`src/rtl/pingpong_outbuf.sv`:
```
module pingpong_outbuf #(
  parameter int DATA_W    = 64,
  parameter int CNT_W     = 16,
  parameter int BURST_W   = 6,
  parameter int MAX_BURST = 31,
  localparam int HALF_MAX = MAX_BURST + 1,
  localparam int IDX_W    = $clog2(HALF_MAX),
  localparam int WC_W     = IDX_W + 1
) (
  input  logic              clk,
  input  logic              rst_n,
  input  logic              start,
  input  logic [BURST_W-1:0] burst_cfg,
  input  logic [CNT_W-1:0]  total_words,
  input  logic              wr_valid,
  input  logic [DATA_W-1:0] wr_data,
  output logic              wr_ready,
  input  logic              rd_en,
  output logic [DATA_W-1:0] rd_data,
  output logic              dma_req,
  output logic [WC_W-1:0]   req_words,
  output logic              busy,
  output logic              cfg_err
);

  logic [DATA_W-1:0] mem [2*HALF_MAX];
  logic              active;
  logic [WC_W-1:0]   half_sz;
  logic [CNT_W-1:0]  total_q, wr_cnt;
  logic              wr_half, rd_half;
  logic [IDX_W-1:0]  wr_idx, rd_idx;
  logic [1:0]        full;
  logic [WC_W-1:0]   fill [2];

  wire cfg_ok = (burst_cfg != '0) && (burst_cfg <= BURST_W'(MAX_BURST));
  wire [WC_W-1:0] wr_fill = {1'b0, wr_idx} + WC_W'(1);
  wire fill_end = (wr_fill == half_sz) || (wr_cnt + CNT_W'(1) == total_q);

  assign wr_ready = active && !full[wr_half] && (wr_cnt != total_q);
  wire wr_fire = wr_valid && wr_ready;
  wire rd_fire = rd_en && full[rd_half];
  wire rd_last = ({1'b0, rd_idx} + WC_W'(1)) == fill[rd_half];

  assign rd_data = mem[{rd_half, rd_idx}];
  assign busy    = active;

  always_ff @(posedge clk) begin
    if (wr_fire) mem[{wr_half, wr_idx}] <= wr_data;
  end

  always_ff @(posedge clk or negedge rst_n) begin
    if (!rst_n) begin
      active    <= 1'b0;
      cfg_err   <= 1'b0;
      half_sz   <= '0;
      total_q   <= '0;
      wr_cnt    <= '0;
      wr_half   <= 1'b0;
      wr_idx    <= '0;
      rd_half   <= 1'b0;
      rd_idx    <= '0;
      full      <= 2'b00;
      fill[0]   <= '0;
      fill[1]   <= '0;
      dma_req   <= 1'b0;
      req_words <= '0;
    end else begin
      dma_req <= 1'b0;
      if (start && !active) begin
        cfg_err <= !cfg_ok;
        active  <= cfg_ok;
        half_sz <= WC_W'(burst_cfg) + WC_W'(1);
        total_q <= total_words;
        wr_cnt  <= '0;
        wr_half <= 1'b0;
        wr_idx  <= '0;
        rd_half <= 1'b0;
        rd_idx  <= '0;
      end else if (active && wr_cnt == total_q && full == 2'b00) begin
        active <= 1'b0;
      end
      if (wr_fire) begin
        wr_cnt <= wr_cnt + CNT_W'(1);
        if (fill_end) begin
          full[wr_half] <= 1'b1;
          fill[wr_half] <= wr_fill;
          wr_half       <= ~wr_half;
          wr_idx        <= '0;
          dma_req       <= 1'b1;
          req_words     <= wr_fill;
        end else begin
          wr_idx <= wr_idx + IDX_W'(1);
        end
      end
      if (rd_fire) begin
        if (rd_last) begin
          full[rd_half] <= 1'b0;
          rd_half       <= ~rd_half;
          rd_idx        <= '0;
        end else begin
          rd_idx <= rd_idx + IDX_W'(1);
        end
      end
    end
  end

endmodule


```
`config.mk`:
```
export PLATFORM = sky130hd
export DESIGN_NAME = pingpong_outbuf
export DESIGN_NICKNAME = d
export VERILOG_FILES = /design/src/rtl/pingpong_outbuf.sv
export SDC_FILE = /design/constraint.sdc
export NUM_CORES = 2
export LEC_CHECK = 0
export ABC_CLOCK_PERIOD_IN_PS = 18900
export BUFFER_PORTS_ARGS = -buffer_cell sky130_fd_sc_hd__buf_4
export CORE_MARGIN = 2
export CORE_UTILIZATION = 40
export DETAILED_ROUTE_END_ITERATION = 12
export SYNTH_ARGS = -nofsm -noshare
export SYNTH_HDL_FRONTEND = slang
export SYNTH_SLANG_ARGS = --single-unit
```
`constraint.sdc`:
```
create_clock -name clk -period 18.9 [get_ports clk]
set_input_delay 0 -clock clk [delete_from_list [all_inputs] [get_ports clk]]
set_output_delay 0 -clock clk [all_outputs]
set_load 0.05 [all_outputs]
```
==> results.tsv <==
metric	value	unit
ant_nets	0	
netlist_top_cells_area	edfxtp_1 (77%), mux4_2 (19%), dfrtp_1 (1.1%)	
hold_violations	0	
yosysSeqAreaShare	78.5	%
vias	74700	
yosysMostFrequentCell	edfxtp_1	
worstSetupStartpointType	register	
synth_edf_count	4096	
synth_cells	6271	
ys_warn_count	0	
holdPathStages	2	
overflow	0	
power_density	129	nW/um2
start_util	40.2	%
cts_setup_buffers	0	
path_buf_inv	5	
dieHeight	634	um
syn_area_per_cell	25.4	um2
portBuffers	164	
irDropWorstVdd	105	uV
clockRootBuffer	clkbuf_16	
grt_first_pass_wirelength	603000	um
yosys.area.top_type	edfxtp_1	
clkLatencyLatePin	1.01	ns
setup_viol	0	
area_growth	14.5	%
die_w	634	um
critPathRequiredTime	18.90	ns
min_to	mem[54][55]	
drt_iter0_drc	10700	
status	finished, final reports clean	
tightest_slew	1.25	ns
timing.fmax	137	MHz
critPathTopFamily	buffers and inverters	
r2r-end	mem[46][32]	
fill_cells	31900	
cts_tree	done	
slew_viol_final	0	
rrSetupSlack	13.40	ns
ys_async_sr_fraction	1.75	%
cts_max_path_buffers	4	
fin_crit_sh	38.7	%
antenna_found_initial	32	
cp_common_cell	buf_4	
hp-class	input pin to register	
synth.cell_area	159000	um2
crit_path_max_fanout	99	
nets	6959	
wl	439000	um
remaining_drc_errors	0	
dpl.hpwl	215000	um
seq_area	125000	um2
drive_gt1_share	32.5	%
cpPeakStageDelay	0.96	ns
leakagePower	54.8	nW
design.core.area	396000	um2
grt_pass1_vias	73800	
slowest_stage	dfrtp_4	
holdCritStartpoint	wr_data[55]	
die-area	403000	um2
htree_levels	5	
cap_viol_max_count	0	
groute.usage.overall	21.6	%
synth_top_area_share	77.4	%
ys_ff_latch	4169	
r2r-start	wr_cnt[8]	
clk_pin_slew	0.06	ns
whs	0.0778	ns
reg2reg_depth	9	
numCtsBuffers	416	
critPathKind	register to output port	
skew	0.0803	ns
path_cells	buf_4, buf_12, buf_4, buf_4, mux4_2, mux4_2, mux4_2, buf_4	
period_needed	7.31	ns
synth_cell_types	55	
fin_setup_tns	0	ns
place_congestion	0.745	
multi_input_area	33200	um2
worst_ep_arrival_time	7.31	ns
routed_via_density	6.00	
endpoint_kind	output port	
clock-sinks	4169	
grt_max_degree	139	
rsz0062_at_grt	false	
ys_top_cells_by_count	edfxtp_1 (4096), mux4_2 (1344), clkbuf_1 (194), buf_2 (109), nand2_1 (88)	
synthesis.nets	6367	
max_slew_margin	16.4	%
wl_per_cell	35.3	um
ys.flop_type	edfxtp_1	
drt_first_pass_iters	5	
row_count	231	
ios	165	
[what timing repair did]
item                                   4_1_cts  5_1_grt
hold buffers                               156        0
endpoints found under the hold margin     4221        0
gates resized for setup                      0        0
[state kept, by name (all words and copies together) (netlist names)]
| signal | flops |
|---|---|
| fill | 12 |
| req_words | 6 |
| busy | 1 |
| full | 2 |
| wr_idx | 5 |
| total_q | 16 |
| cfg_err | 1 |
| rd_idx | 5 |
| wr_cnt | 16 |
| rd_half | 1 |
| dma_req | 1 |
| wr_half | 1 |
| half_sz | 6 |
| mem | 4096 |
[power breakdown]
part           total (mW)  internal (mW)  switching, mW
clock                7.98           4.50           3.48
sequential           10.6           10.4          0.161
combinational        4.84           2.23           2.60
total                23.4           17.2           6.24
[cell usage in the layout, fill, tap and decap left out, types with 5 or more instances in the layout]
cell           Yosys  layout
buf_12             0      13
clkinvlp_4         0      14
clkinv_1           0      88
mux2_1             5       5
clkbuf_16          0     420
bufinv_16          0      31
nand3_1           23      23
inv_1              7       7
nor4_1            13       5
nor4_2             0       8
clkinv_2           0      72
o21ai_0           34      34
mux2i_1           11      11
mux2_2             6       6
buf_4              2     337
ha_1               5       5
clkinv_16          0       5
nor3_1             6       6
mux2_4             5       5
dfrtp_1           73      67
diode_2            0       9
o31ai_1           13      13
edfxtp_1        4096    4096
nand3b_1           5       5
dlygate4sd3_1      0     155
a21oi_1           10      10
xor2_1            21      21
inv_6              0      10
nand2_1           88      88
nand4_1            7       7
clkbuf_1         194     106
xnor2_1           25      25
mux4_2          1344    1344
nor2_4             0      56
nor2_1            86      30
dfrtp_4            0       6
[per-layer routing]
metal	global-route usage, %	vias to the layer above	part of all wire (%)
li1	-	28600	-
met4	4.66	14	2.2
met5	0	-	0.021
met2	35.5	3850	49
met3	4.19	562	9.3
met1	30.3	41600	39
[cells by family after synthesis]
kind of cell | Yosys count | synth area share [%]
buffers and inverters | 339 | 0.900
AO/OA/AOI/OAI | 79 | 0.313
adder cells (fa/ha/maj) | 5 | 0.0393
XOR/XNOR | 46 | 0.253
flip-flops | 4169 | 78.5
AND/OR/NAND/NOR | 262 | 0.757
multiplexers | 1371 | 19.2
[how the worst max path moves through the flow]
stage               startpoint     endpoint  cells after the start
global route         rd_idx[0]  rd_data[46]                      8
floorplan            wr_cnt[8]   mem[53][0]                      7
finish               rd_idx[0]  rd_data[46]                      8
detailed placement   rd_idx[0]  rd_data[46]                      8
CTS                  rd_idx[0]  rd_data[46]                      8
global placement     rd_idx[0]  rd_data[46]                      8
[through the flow]
stage	instances	power [mW]	instance area (um2)	util, %	worst slack, ns
after floorplan	6271	14.1	159000	-	10.72
after global placement	11500	15.6	167000	42.3	12.29
after detailed placement	11500	15.6	167000	42.3	12.28
after CTS	12400	23.6	182000	46.0	11.23
after global routing	12400	24.2	182000	46.0	10.91
final	12500	23.4	182000	46.0	11.59
[area by class of cell]
cell class              instances  area share, %
diodes                          9         0.0124
clock inverters               228           1.15
well taps                    5242           3.60
repair buffers                506           2.40
flip-flops and latches       4169           68.6
multi-input cells            1763           18.2
clock buffers                 526           5.99
inverters                       7         0.0144
(Power assumes the default switching activity.)
